## src/rtl/cbc_pkg.sv

```systemverilog
package cbc_pkg;
  typedef struct packed {
    logic peak;
    logic rise;
    logic fall;
  } strb_t;

  localparam int FLG_PEAK = 2;
  localparam int FLG_RISE = 1;
  localparam int FLG_FALL = 0;
endpackage

```

## src/rtl/cbc_sample_hold.sv

```systemverilog
module cbc_sample_hold #(
  parameter int SW = 12
) (
  input  logic                 clk,
  input  logic                 rst_n,
  input  logic signed [SW-1:0] smp,
  input  cbc_pkg::strb_t       stb,
  output logic signed [SW-1:0] avg_q,
  output logic signed [SW-1:0] mid1_q,
  output logic signed [SW-1:0] mid2_q,
  output logic                 all_seen
);
  logic [2:0] seen_q, seen_d;
  logic signed [SW-1:0] avg_d, mid1_d, mid2_d;
  logic [2:0] stb_vec;

  assign stb_vec  = {stb.peak, stb.rise, stb.fall};
  assign all_seen = &seen_q;

  always_comb begin
    avg_d  = avg_q;
    mid1_d = mid1_q;
    mid2_d = mid2_q;
    if (stb.peak) avg_d  = smp;
    if (stb.rise) mid1_d = smp;
    if (stb.fall) mid2_d = smp;
    seen_d = (all_seen ? 3'b000 : seen_q) | stb_vec;
  end

  always_ff @(posedge clk or negedge rst_n) begin
    if (!rst_n) begin
      avg_q  <= '0;
      mid1_q <= '0;
      mid2_q <= '0;
      seen_q <= '0;
    end else begin
      if (stb.peak) avg_q  <= avg_d;
      if (stb.rise) mid1_q <= mid1_d;
      if (stb.fall) mid2_q <= mid2_d;
      seen_q <= seen_d;
    end
  end

  p_avg_capture_r1: assert property (@(posedge clk) disable iff (!rst_n)
    stb.peak |=> avg_q == $past(smp));
  p_mid_hold_r2: assert property (@(posedge clk) disable iff (!rst_n)
    !stb.rise |=> $stable(mid1_q));
endmodule

```

## src/rtl/cbc_prop_mac.sv

```systemverilog
module cbc_prop_mac #(
  parameter int SW = 12,
  parameter int GW = 16,
  parameter int DW = 16
) (
  input  logic                 clk,
  input  logic                 rst_n,
  input  logic                 start,
  input  logic signed [SW-1:0] mid1,
  input  logic signed [SW-1:0] mid2,
  input  logic [DW-1:0]        duty_pri,
  input  logic [GW-1:0]        gain,
  output logic signed [SW:0]   diff_q,
  output logic [DW-1:0]        res_q,
  output logic                 res_v
);
  localparam int DFW  = SW + 1;
  localparam int PW   = DFW + GW + 1;
  localparam int SUMW = PW + DW;
  localparam logic signed [PW-1:0]   HALF = PW'(1) <<< (GW - 1);
  localparam logic signed [SUMW-1:0] FULL = SUMW'((64'd1 << DW) - 64'd1);

  logic                   go_q;
  logic signed [DFW-1:0]  diff_d;
  logic signed [PW-1:0]   prod, rnd, comp;
  logic signed [SUMW-1:0] sum;
  logic [DW-1:0]          res_d;

  always_comb begin
    diff_d = {mid2[SW-1], mid2} - {mid1[SW-1], mid1};
    prod   = $signed({{DFW{1'b0}}, 1'b0, gain}) *
             $signed({{(GW+1){diff_q[DFW-1]}}, diff_q});
    rnd    = prod + HALF;
    comp   = rnd >>> GW;
    sum    = $signed({{PW{1'b0}}, duty_pri}) + $signed({{DW{comp[PW-1]}}, comp});
    if (sum < 0)         res_d = '0;
    else if (sum > FULL) res_d = '1;
    else                 res_d = sum[DW-1:0];
  end

  always_ff @(posedge clk or negedge rst_n) begin
    if (!rst_n) begin
      diff_q <= '0;
      go_q   <= 1'b0;
      res_q  <= '0;
      res_v  <= 1'b0;
    end else begin
      go_q  <= start;
      res_v <= go_q;
      if (start) diff_q <= diff_d;
      if (go_q)  res_q  <= res_d;
    end
  end

  p_comp_sign_r4: assert property (@(posedge clk) disable iff (!rst_n)
    res_v && ($past(diff_q) > 0) |-> res_q >= $past(duty_pri));
  p_comp_neg_r4: assert property (@(posedge clk) disable iff (!rst_n)
    res_v && ($past(diff_q) < 0) |-> res_q <= $past(duty_pri));
  p_diff_after_start_r3: assert property (@(posedge clk) disable iff (!rst_n)
    !$stable(diff_q) |-> $past(start));
endmodule

```

## src/rtl/cbc_valley_load.sv

```systemverilog
module cbc_valley_load #(
  parameter int DW = 16
) (
  input  logic          clk,
  input  logic          rst_n,
  input  logic          res_v,
  input  logic [DW-1:0] res,
  input  logic          valley,
  output logic [DW-1:0] duty_q,
  output logic          done_q,
  output logic          valid_q
);
  logic pend_q, pend_d, load;

  always_comb begin
    load   = valley && pend_q;
    pend_d = pend_q;
    if (load)  pend_d = 1'b0;
    if (res_v) pend_d = 1'b1;
  end

  always_ff @(posedge clk or negedge rst_n) begin
    if (!rst_n) begin
      duty_q  <= '0;
      done_q  <= 1'b0;
      valid_q <= 1'b0;
      pend_q  <= 1'b0;
    end else begin
      done_q <= res_v;
      pend_q <= pend_d;
      if (res_v) valid_q <= 1'b1;
      if (load)  duty_q  <= res;
    end
  end

  p_load_at_valley_r6: assert property (@(posedge clk) disable iff (!rst_n)
    !$stable(duty_q) |-> $past(valley));
  p_valid_sticky_r9: assert property (@(posedge clk) disable iff (!rst_n)
    valid_q |=> valid_q);
  p_done_follows_r9: assert property (@(posedge clk) disable iff (!rst_n)
    done_q |-> valid_q);
endmodule

```

## src/rtl/cap_balance_comp.sv

```systemverilog
module cap_balance_comp #(
  parameter int SW = 12,
  parameter int GW = 16,
  parameter int DW = 16
) (
  input  logic                 clk,
  input  logic                 rst_n,
  input  logic signed [SW-1:0] smp_data,
  input  logic                 strb_peak,
  input  logic                 strb_rise,
  input  logic                 strb_fall,
  input  logic                 strb_valley,
  input  logic [DW-1:0]        duty_pri,
  input  logic [GW-1:0]        gain,
  output logic signed [SW-1:0] avg_cur,
  output logic signed [SW:0]   diff_cur,
  output logic [DW-1:0]        duty_sec,
  output logic                 done,
  output logic                 valid
);
  cbc_pkg::strb_t       stb;
  logic signed [SW-1:0] mid1, mid2;
  logic                 all_seen, res_v;
  logic [DW-1:0]        res;

  assign stb = '{peak: strb_peak, rise: strb_rise, fall: strb_fall};

  cbc_sample_hold #(.SW(SW)) u_hold (
    .clk(clk), .rst_n(rst_n), .smp(smp_data), .stb(stb),
    .avg_q(avg_cur), .mid1_q(mid1), .mid2_q(mid2), .all_seen(all_seen)
  );

  cbc_prop_mac #(.SW(SW), .GW(GW), .DW(DW)) u_mac (
    .clk(clk), .rst_n(rst_n), .start(all_seen), .mid1(mid1), .mid2(mid2),
    .duty_pri(duty_pri), .gain(gain), .diff_q(diff_cur), .res_q(res), .res_v(res_v)
  );

  cbc_valley_load #(.DW(DW)) u_load (
    .clk(clk), .rst_n(rst_n), .res_v(res_v), .res(res), .valley(strb_valley),
    .duty_q(duty_sec), .done_q(done), .valid_q(valid)
  );

  p_done_pulse_r5: assert property (@(posedge clk) disable iff (!rst_n)
    $rose(done) |-> $past(all_seen, 3));
endmodule

```

## config.mk

```make
export PLATFORM = sky130hd
export DESIGN_NAME = cap_balance_comp
export DESIGN_NICKNAME = d
export VERILOG_FILES = /design/src/rtl/cbc_pkg.sv /design/src/rtl/cbc_sample_hold.sv /design/src/rtl/cbc_prop_mac.sv /design/src/rtl/cbc_valley_load.sv /design/src/rtl/cap_balance_comp.sv
export SDC_FILE = /design/constraint.sdc
export NUM_CORES = 1
export LEC_CHECK = 0
export ABC_AREA = 1
export BUFFER_PORTS_ARGS = -buffer_cell sky130_fd_sc_hd__buf_4
export CORE_AREA = 3 3 167 169
export DETAILED_ROUTE_END_ITERATION = 7
export DIE_AREA = 0 0 170 172
export GPL_TIMING_DRIVEN = 0
export PLACE_DENSITY = 0.66
export SLEW_MARGIN = 0
export SYNTH_ARGS = -nofsm -noshare
export SYNTH_HDL_FRONTEND = slang
export SYNTH_SLANG_ARGS = --single-unit
```

## constraint.sdc

```tcl
create_clock -name clk -period 7.14 [get_ports clk]
set_input_delay 0 -clock clk [delete_from_list [all_inputs] [get_ports clk]]
set_output_delay 0 -clock clk [all_outputs]
set_load 0.02 [all_outputs]
```

# ---- Word level (Yosys, flattened, before mapping)
# Cells that the tools add are included.
dict set report totals {
  regBits 89
  in_bits 50
  out_inout_bits 43
  elab_cells 27
}
dict set report op_classes {
  add_sub_neg 3
  mul 1
  magnitude_cmp 2
  mux 5
  bitwise 1
  n_reduce_logical 3
}
# operator n
set op_table {}
lappend op_table {{> comparator 46 x 17 -> 1 bit, second input constant} 1}
lappend op_table {{less-than comparator 46 x 1 -> 1 bit, second input constant} 1}
lappend op_table {{2-to-1 mux 16 bit} 2}
lappend op_table {{adder 30 x 17 -> 30 bit, second input constant} 1}
lappend op_table {{multiplier 17 x 13 -> 30 bit} 1}
lappend op_table {{adder 17 x 14 -> 18 bit} 1}
lappend op_table {{subtractor 12 x 12 -> 13 bit} 1}
lappend op_table {{2-to-1 mux 3 bit} 1}
lappend op_table {{OR 3 bit} 1}
lappend op_table {{AND reduction 3 bit} 1}
lappend op_table {{2-to-1 mux 1 bit} 2}
lappend op_table {{nonzero test 2 bit} 1}
lappend op_table {{logical AND 1 bit} 1}

# ---- Logic depth before layout (Yosys ltp)
# Gate-level depths: netlist (run 1).
dict set report logic_depth {
  depth_word 6
  mapped_depth 45
  mapped_depth_nobuf 42
}

# ---- By module
# Synthesis (run 1) repeated with hierarchy kept, for this count alone.
dict set report unflattened {
  hier_cells 1537
  hier_area_um2 12040.3
}
# module instances cells_each area_each_um2 seq_area_each_um2
set modules_own_cells {}
lappend modules_own_cells {cbc_prop_mac 1 1296 9803.2 775.7}
lappend modules_own_cells {cbc_sample_hold 1 165 1483.9 975.9}
lappend modules_own_cells {cbc_valley_load 1 76 753.2 475.5}

# ---- Worst setup path after synthesis (run 1)
# OpenSTA, ideal clock, no wires.
dict set report synth_path {
  kind {reg-to-reg}
  from {register u_mac.diff_q[10]}
  to {register u_mac.res_q[11]}
  setup_ps 116
  t_arrival_ps 6969
  t_required_ps 7024
  setup_slack_ps 55
  stages_incl_launch_ff 33
  n_path_buf 3
  synth_period_minus_slack_ps 7085
  path_cell_list {dfrtp_1 -> clkbuf_1 -> clkbuf_1 -> nand2_1 -> fa_1 -> inv_1 -> fa_1 -> fa_1 -> fa_1 -> fa_1 -> fa_1 -> ha_1 -> a21oi_1 -> inv_1 -> a21oi_1 -> o21ai_0 -> a21o_1 -> xor2_1 -> ha_1 -> inv_1 -> fa_1 -> nand3b_1 -> nand2_1 -> a21oi_1 -> o21ai_2 -> a21oi_1 -> nand3_1 -> nand2_2 -> nand2_4 -> buf_6 -> nand2_1 -> nand2_1 -> nand2_1}
}
dict set report synth_between {
  elab_chain_cells 6
  elab_cells_between_ends 7
  cone_classes {add/sub (2); mul (1); order compare (2); mux (2)}
}
# element line
set synth_rtl {}
lappend synth_rtl {{start: declaration} cbc_prop_mac.sv:13} ;# output logic signed [SW:0] diff_q,
lappend synth_rtl {{start signal: assignment} cbc_prop_mac.sv:50} ;# if (start) diff_q <= diff_d;
lappend synth_rtl {{multiplier 17 x 13 -> 30 bit (*)} cbc_prop_mac.sv:31} ;# prod = $signed({{DFW{1'b0}}, 1'b0, gain}) *
lappend synth_rtl {{adder 30 x 17 -> 30 bit (*)} cbc_prop_mac.sv:33} ;# rnd = prod + HALF;
lappend synth_rtl {{adder 17 x 14 -> 18 bit (*)} cbc_prop_mac.sv:35} ;# sum = $signed({{PW{1'b0}}, duty_pri}) + $signed({{DW{comp[PW-1]}}, comp});
lappend synth_rtl {{> comparator 46 x 17 -> 1 bit} cbc_prop_mac.sv:37} ;# else if (sum > FULL) res_d = '1;
lappend synth_rtl {{2-to-1 mux 16 bit} cbc_prop_mac.sv:37}
lappend synth_rtl {{2-to-1 mux 16 bit (*)} cbc_prop_mac.sv:36} ;# if (sum < 0) res_d = '0;
lappend synth_rtl {{end signal: assignment} cbc_prop_mac.sv:51} ;# if (go_q) res_q <= res_d;
lappend synth_rtl {{end: declaration} cbc_prop_mac.sv:14} ;# output logic [DW-1:0] res_q,
# Mark *: on every way between the ends. The rest lies on a longest branch, timed or not.
# A chain may end at the register's enable or synchronous reset.

# ---- Final worst setup path (run 1)
dict set report layout_path {
  from {register u_mac.diff_q[12]}
  to {register u_mac.res_q[10]}
}
# Same word-level chain as after synthesis.

==> results of run 1 <==
[cell usage after synthesis (2+ instances only)]
library cell  instances  area (um2)
buf_4                 2        15.0
buf_1                 3        11.3
nand4_1               6        37.5
clkbuf_1             45         169
o21ai_1               2        10.0
a21o_1                9        67.6
nor2_1               43         161
o21bai_1              6        45.0
o2111ai_1             2        17.5
nand3_1              25         125
a31oi_1               5        31.3
xnor2_1              16         140
o21a_1                2        15.0
a21oi_1              51         255
xor2_1               20         175
inv_1               321        1200
nand2_1             374        1400
nand3_2               2        20.0
mux2_2               38         428
fa_1                155        3100
ha_1                128        1600
dfrtp_1              89        2230
nor4_1                2        12.5
o21ai_0              48         240
nor2_2                4        25.0
nand2_2              10        62.6
nor3_1                6        30.0
or2_2                 9        56.3
[sequential cells by signal, indices dropped and copies added, names as in the netlist, 3 cells and up]
signal         flops
u_mac.diff_q      13
u_load.duty_q     16
u_hold.avg_q      12
u_mac.res_q       16
u_hold.mid2_q     12
u_hold.seen_q      3
u_hold.mid1_q     12
[kinds of logic after synthesis]
kind of cell	count (synthesis)
AO/OA/AOI/OAI	134
AND/OR/NAND/NOR	485
adder cells (fa/ha/maj)	283
buffers and inverters	374
multiplexers	38
flip-flops	89
XOR/XNOR	36
[layer usage]
layer	up-vias	GRT usage	share of wire
met4	4	0.0624	0.030
met5	-	0	0.00077
met2	289	0.351	0.48
met1	4823	0.290	0.43
li1	4641	-	-
met3	60	0.0306	0.061
[final timing paths]
kind	slack, ns	startpoint	endpoint	depth (start not counted)
min in group asynchronous	0.39	rst_n	u_hold.avg_q[7]$_DFFE_PN0P_	2
setup / recovery	0.09	u_mac.diff_q[12]$_DFFE_PN0P_	u_mac.res_q[10]$_DFFE_PN0P_	33
max in group asynchronous	5.94	rst_n	u_mac.diff_q[11]$_DFFE_PN0P_	2
hold / removal	0.11	duty_pri[0]	u_mac.res_q[0]$_DFFE_PN0P_	4
setup reg to reg	0.09	u_mac.diff_q[12]$_DFFE_PN0P_	u_mac.res_q[10]$_DFFE_PN0P_	33
hold reg to reg	0.42	u_mac.res_v$_DFF_PN0_	u_load.done_q$_DFF_PN0_	0
[cell type report]
type,instances,share of cell area
clock inverter,7,0.00623
buffer,41,0.0171
inverter,322,0.0844
clock buffer,9,0.0156
multi-input combinational,976,0.612
sequential,89,0.155
timing repair buffer,147,0.0804
tap,341,0.0295
[cells in the final DEF (no fill, tap or decap), types with 4 or more instances in the layout]
cell type / instances
nand2_1: 341
inv_1: 315
fa_1: 150
buf_4: 129
ha_1: 106
dfrtp_1: 78
nand2_2: 40
o21ai_0: 39
mux2_2: 38
a21oi_1: 33
nor2_1: 32
clkbuf_1: 24
nand3_1: 22
ha_4: 20
xor2_1: 19
xnor2_1: 16
dlygate4sd3_1: 16
a21oi_2: 14
nor2_2: 11
dfrtp_2: 11
a21o_1: 9
clkbuf_16: 9
or2_2: 8
o21ai_1: 8
clkbuf_4: 7
nand4_1: 6
buf_6: 5
fa_2: 5
buf_8: 4
nand2_4: 4
nor2_4: 4
a21oi_4: 4
o21bai_1: 4
nand3_2: 4
nor3_1: 4
[per-stage QoR]
stage	utilization	setup WS [ns]	setup TNS, ns	hold slack, ns
after floorplan	-	0.0546	0	-0.296
after global placement	0.485	-0.953	-14.14	0.225
after detailed placement	0.485	-1.04	-15.21	0.230
after CTS	0.516	0.00872	0	0.119
after global routing	0.541	-0.181	-2.07	0.111
final	0.541	0.0851	0	0.106
[tightest hold or removal path, cell delays in order]
cell     delay [ns]
buf_4          0.08
ha_2           0.20
o21ai_2        0.07
nand2_1        0.05
[what timing repair did]
action | CTS | global route
hold buffers | 16 | 0
setup buffers | 22 | 17
hold endpoints to repair | 125 | 0
endpoints found under the setup margin | 16 | 16
pin swaps | 14 | 76
resized for setup | 65 | 125
gates cloned | 0 | 1
==> results.rst, run 1 <==
.. list-table::
   :header-rows: 1

   * - Metric
     - Value
   * - Count of final max-slew check failures
     - 0
   * - Count of buffers from port buffering
     - 91
   * - Gate Count Post-Synth
     - 1439
   * - Flops & latches, synth
     - 89
   * - Post-layout instance count excluding filler cells
     - 1932
   * - Synthesized area per cell
     - 8.24 um2
   * - Crit share post-route
     - 0.988
   * - Post-synthesis net count
     - 1772
   * - Dominant delay contributor by cell family on the critical path
     - adder cells
   * - Post-route standard cell area excluding fillers
     - 0.0145 mm2
   * - Critical-path maximum fanout
     - 5
   * - Via count of the first global-routing pass
     - 9851
   * - Detailed-route wire length per cell
     - 16.1 um
   * - Max-capacitance violation count
     - 0
   * - Y dimension of the die
     - 172 um
   * - Worst endpoint data arrival time
     - 7.28 ns
   * - F_max
     - 0.142 GHz
   * - Final Setup Violations
     - 0
   * - Number of H-tree branching levels
     - 3
   * - Setup repair after global routing missed its margin
     - true
   * - Fill cell total of the finished layout
     - 2492
   * - Share of flip-flops with an asynchronous set or reset after synthesis
     - 1.00
   * - Worst slew margin relative to its limit
     - 0.247
   * - Kind of critical path
     - register to register
   * - Total number of nets in the final design
     - 1919
   * - Number of ports placed on the die boundary
     - 93
   * - Storage element area
     - 0.00224 mm2
   * - Total inserted antenna cells
     - 0
   * - 1st-iter DRT viols
     - 555
   * - Max stage delay on crit path
     - 0.61 ns
   * - Clock sinks
     - 89
   * - Initial core utilization
     - 0.444
   * - Global-route total usage across every layer
     - 0.211
   * - Wire length of the first global-routing pass
     - 49.3 mm
   * - Worst setup EP type
     - register
   * - Area growth from synthesis to final layout
     - 21.9%
   * - Clock latency at the later pin of the worst-skew pair
     - 0.34 ns
   * - Xor-xnor portion of the synthesized cell area
     - 0.0266
   * - Post-detailed-route via-to-cell ratio
     - 5.08
   * - Die extent in x
     - 170 um
   * - Simple-gate share of the synthesized area
     - 0.168
   * - Remaining antenna violation count after routing
     - 0
   * - Syn Std Cell Area
     - 0.0119 mm2
   * - Synthesized-area fraction occupied by ao, oa, aoi and oai cells
     - 0.0637
   * - Largest net degree at the start of global routing
     - 90
   * - Clock Tree Root
     - clkbuf_16
   * - Total half-perimeter wirelength after legalization and detailed placement
     - 24.0 mm
   * - Maximum count of clock buffers along a single path
     - 2
   * - CP max stage cell
     - fa_2
   * - Count of cell types in the netlist
     - 44
   * - Status
     - completed
   * - Critical path buffers and inverters
     - 4
   * - Final hold vios
     - 0
   * - Area of the multi-input gates
     - 0.00884 mm2
   * - Clock transition time at the flip-flop clock pins of the worst setup and hold paths
     - 0.08 ns
   * - Largest family of logic cells by synthesized area
     - adder cells
   * - Cell repeated most along the worst path
     - nand2_2
   * - Adder-cell share of the synthesized area
     - 0.397
   * - Count of placed standard cells including taps
     - 1871
   * - Nature of the critical path startpoint
     - register
   * - CTS Buf Count
     - 9
   * - Required time of the critical path
     - 7.37 ns
   * - First drt pass iteration count
     - 5
   * - Worst slew pin tran
     - 1.13 ns
   * - Time the final worst path needs with I/O delays and setup
     - 7.05 ns
   * - Via count
     - 9817
   * - Post-place instance area
     - 0.0130 mm2
   * - Floorplan Core Area
     - 0.0267 mm2
   * - Count of synthesis-stage warnings from yosys
     - 0
   * - Worst min-delay path category
     - input port to register
   * - Most common flop cell mapped by yosys
     - dfrtp_1
   * - Multiplexer area fraction after synthesis
     - 0.0361
   * - Final clock skew
     - 0.0105 ns
   * - Antenna violations before repair
     - 2
   * - DRC violation count after routing
     - 0
   * - Total Die Area
     - 0.0292 mm2
   * - Grt total ovfl
     - 0
   * - Number of rows in the core area
     - 60
   * - Routability congestion estimate from global placement
     - 0.932
   * - Detailed-route wire length
     - 31.0 mm
   * - Sequential cell area fraction in the yosys report
     - 0.188
   * - Clock tree from TritonCTS
     - done
   * - Proportion of layout cells with a drive suffix above 1
     - 0.223
   * - Number of flops mapped to enable cells by yosys
     - 0
Power of run 1 is not shown: default switching activity piles up to over one toggle a cycle in this logic, so the estimate is an artifact.
==> run 2, diff against run 1 <==
- ABC_AREA: 1 -> default
- CORE_AREA: 3 3 167 169 -> 3 3 182 184
- DIE_AREA: 0 0 170 172 -> 0 0 185 187
- PLACE_DENSITY: 0.66 -> 0.55
==> results.rst, run 2 <==
.. list-table::
   :header-rows: 1

   * - Metric
     - Value
   * - Critical-path maximum fanout
     - 5 (unchanged)
   * - Count of buffers from port buffering
     - 91 (unchanged)
   * - Most common cell after layout, fill and taps aside
     - inv_1
   * - Cell repeated most along the worst path
     - fa_1
   * - Nature of the critical path startpoint
     - register
   * - Worst slew pin tran
     - 1.16 ns (+0.0361 ns)
   * - Post-layout instance count excluding filler cells
     - 1717 (-11%)
   * - Area growth from synthesis to final layout
     - 23.3%
   * - Final worst hold slack
     - 0.0856 ns (-0.0200 ns)
   * - Floorplan Core Area
     - 0.0316 mm2 (+18%)
   * - Post-detailed-route via-to-cell ratio
     - 4.84 (-4.7%)
   * - Worst min-delay path category
     - input port to register
   * - Synthesized area per cell
     - 9.69 um2 (+18%)
   * - Clock tree from TritonCTS
     - done
   * - Sequential cell area fraction in the yosys report
     - 0.202 (+0.0138)
   * - Flops & latches, synth
     - 89 (unchanged)
   * - F_max
     - 0.125 GHz (-12%)
   * - CTS Buf Count
     - 9 (unchanged)
   * - Worst setup EP type
     - register
   * - Max-capacitance violation count
     - 0 (unchanged)
   * - Global-route total usage across every layer
     - 0.168 (-0.0427)
   * - Wire length of the first global-routing pass
     - 46.3 mm (-6.0%)
   * - Number of rows in the core area
     - 65 (+8.3%)
   * - Top cells by area in the synthesized netlist
     - fa_1, dfrtp_1, ha_1, inv_1, nand2_1
   * - Commonest cells after routing, fill and taps aside
     - inv_1, fa_1, nand2_1
   * - Remaining antenna violation count after routing
     - 0 (unchanged)
   * - Clock sinks
     - 89 (unchanged)
   * - Y dimension of the die
     - 187 um (+8.7%)
   * - Clock Tree Root
     - clkbuf_16
   * - Most common flop cell mapped by yosys
     - dfrtp_1
   * - Worst endpoint data arrival time
     - 8.22 ns (+0.94 ns)
   * - Count of final max-slew check failures
     - 0 (unchanged)
   * - Count of synthesis-stage warnings from yosys
     - 0 (unchanged)
   * - Detailed-route wire length
     - 27.8 mm (-10%)
   * - Required time of the critical path
     - 7.37 ns (about the same)
   * - DRC violation count after routing
     - 0 (unchanged)
   * - Gate Count Post-Synth
     - 1140 (-21%)
   * - Status
     - finished with violations
   * - Number of flops mapped to enable cells by yosys
     - 0 (unchanged)
   * - Count of placed standard cells including taps
     - 1633 (-13%)
   * - Most common library cells after synthesis
     - inv_1, fa_1, nand2_1, ha_1, dfrtp_1
   * - 1st-iter DRT viols
     - 359 (-35%)
   * - Number of H-tree branching levels
     - 3 (unchanged)
   * - Max stage delay on crit path
     - 0.53 ns (-0.08 ns)
   * - Final Setup Violations
     - 16 (+16)
   * - Maximum count of clock buffers along a single path
     - 2 (unchanged)
   * - Kind of critical path
     - register to register
   * - Largest net degree at the start of global routing
     - 90 (unchanged)
   * - CP max stage cell
     - fa_1
   * - Setup repair after global routing missed its margin
     - true
   * - Via count
     - 8316 (-15%)
   * - Area share of the largest cell type after synthesis
     - 0.281 (+0.0192)
   * - Violations in the final reports
     - setup timing
   * - Final hold vios
     - 0 (unchanged)
   * - Worst slew margin relative to its limit
     - 0.223 (-0.0241)
   * - Time the final worst path needs with I/O delays and setup
     - 7.99 ns (+0.933 ns)
   * - Crit share post-route
     - 1.12 (+0.131)
   * - Minimum setup slack in the final design
     - -0.848 ns (-0.933 ns)
   * - Routability congestion estimate from global placement
     - 0.888 (-4.8%)
   * - Syn Std Cell Area
     - 0.0110 mm2 (-6.8%)
   * - Total half-perimeter wirelength after legalization and detailed placement
     - 21.5 mm (-10%)
   * - Number of ports placed on the die boundary
     - 93 (unchanged)
   * - Post-synthesis net count
     - 1473 (-17%)
   * - Clock transition time at the flip-flop clock pins of the worst setup and hold paths
     - 0.07 ns (about the same)
   * - Fill cell total of the finished layout
     - 3098 (+24%)
   * - Dominant cell type by area after synthesis
     - fa_1
   * - Initial core utilization
     - 0.350 (-0.0935)
   * - First drt pass iteration count
     - 5 (unchanged)
   * - Share of flip-flops with an asynchronous set or reset after synthesis
     - 1.00 (unchanged)
   * - Proportion of layout cells with a drive suffix above 1
     - 0.219 (-0.00316)
   * - Antenna violations before repair
     - 1 (-1)
   * - Grt total ovfl
     - 0 (unchanged)
   * - Final clock skew
     - 0.0111 ns (+0.000639 ns)
   * - Total Die Area
     - 0.0346 mm2 (+18%)
   * - Largest registers
     - u_load.duty_q: 16 flops, u_mac.res_q: 16 flops, u_mac.diff_q: 13 flops
   * - Count of cell types in the netlist
     - 51 (+16%)
   * - Via count of the first global-routing pass
     - 8962 (-9.0%)
   * - Detailed-route wire length per cell
     - 16.2 um (+0.80%)
   * - Clock latency at the later pin of the worst-skew pair
     - 0.36 ns (+0.02 ns)
   * - Die extent in x
     - 185 um (+8.8%)
   * - Dominant cell by count in the synthesized netlist
     - inv_1
   * - Total number of nets in the final design
     - 1641 (-14%)
[run 2: cell count changes in the layout (fill, tap and decap cells not counted), sizes merged, moves of 15 or more]
cell / before / now
a211oi: 1 / 19
a21oi: 51 / 20
and2: 0 / 86
inv: 323 / 192
nand2: 385 / 145
nand3: 27 / 11
nor2b: 0 / 15
o21ai: 51 / 35
[run 2: layout make-up]
| type | instances | area [um2] | share of cell area |
|---|---|---|---|
| antenna | 2 | 5.00 | 0.000367 |
| buffer | 44 | 349 | 0.0256 |
| clock buffer | 10 | 239 | 0.0175 |
| clock inverter | 6 | 48.8 | 0.00358 |
| inverter | 189 | 709 | 0.0521 |
| multi-input combinational | 818 | 8260 | 0.606 |
| sequential | 89 | 2240 | 0.165 |
| tap | 402 | 503 | 0.0369 |
| timing repair buffer | 157 | 1270 | 0.0932 |
[run 2: kinds of logic (layout without fill, tap and decap cells)]
| logic type | Yosys count | after routing | synth area share |
|---|---|---|---|
| adders and majority gates | 283 | 283 | 0.426 |
| AOI/OAI and AO/OA | 125 | 125 | 0.0782 |
| DFF | 89 | 89 | 0.202 |
| muxes | 39 | 39 | 0.0398 |
| buffers and inverters | 233 | 406 | 0.0805 |
| xor gates and xnor gates | 28 | 28 | 0.0222 |
| and+or+nand+nor | 343 | 343 | 0.152 |
| other | 0 | 2 | 0 |
[run 2: path summary, 6_finish.rpt]
| path | start | end | slack [ns] | depth (start not counted) |
|---|---|---|---|---|
| worst max-delay path | u_mac.diff_q[3]$_DFFE_PN0P_ | u_mac.res_q[6]$_DFFE_PN0P_ | -0.85 | 32 |
| worst min-delay path | strb_fall | u_hold.mid2_q[2]$_DFFE_PN0P_ | 0.09 | 2 |
| worst max register to register | u_mac.diff_q[3]$_DFFE_PN0P_ | u_mac.res_q[6]$_DFFE_PN0P_ | -0.85 | 32 |
| worst min register to register | u_mac.go_q$_DFF_PN0_ | u_mac.res_v$_DFF_PN0_ | 0.38 | 0 |
| max in group asynchronous | rst_n | u_mac.diff_q[3]$_DFFE_PN0P_ | 5.90 | 2 |
| min in group asynchronous | rst_n | u_load.duty_q[13]$_DFFE_PN0P_ | 0.39 | 2 |
[run 2: stage by stage]
stage / cell area, um2 / utilization / setup slack [ns] / setup TNS (ns)
floorplan: 11300 / - / -0.450 / -6.44
global placement: 12500 / 0.395 / -1.25 / -19.03
detailed placement: 12500 / 0.395 / -1.28 / -19.53
CTS: 13500 / 0.428 / -0.867 / -13.66
global route: 13600 / 0.432 / -1.17 / -18.34
finish: 13600 / 0.432 / -0.848 / -13.36
[run 2: critical path: cells and delay by family (launching register included)]
kind	cells	cell delay, ns
xor+xnor	1	0.08
simple gates	7	1.20
flops	1	0.44
buf+inv	5	0.59
compound gates	11	2.08
fa+ha+maj	8	3.47
[run 2: repair_timing]
item / in CTS / in global routing
cloned: 1 / 0
pin swaps: 36 / 22
buffers inserted: 42 / 4
gates resized for setup: 40 / 19
hold endpoints to repair: 126 / 0
hold buffers: 19 / 0
setup endpoints to repair: 16 / 16
[run 2: metal layers]
| metal | global-route usage | routed length (um) | share of wire |
|---|---|---|---|
| met3 | 0.0243 | 1310 | 0.047 |
| met5 | 0 | 0 | 0 |
| met1 | 0.231 | 12500 | 0.45 |
| met2 | 0.279 | 13500 | 0.49 |
| met4 | 0.0444 | 492 | 0.018 |
Power of run 2 is left out for the same reason.
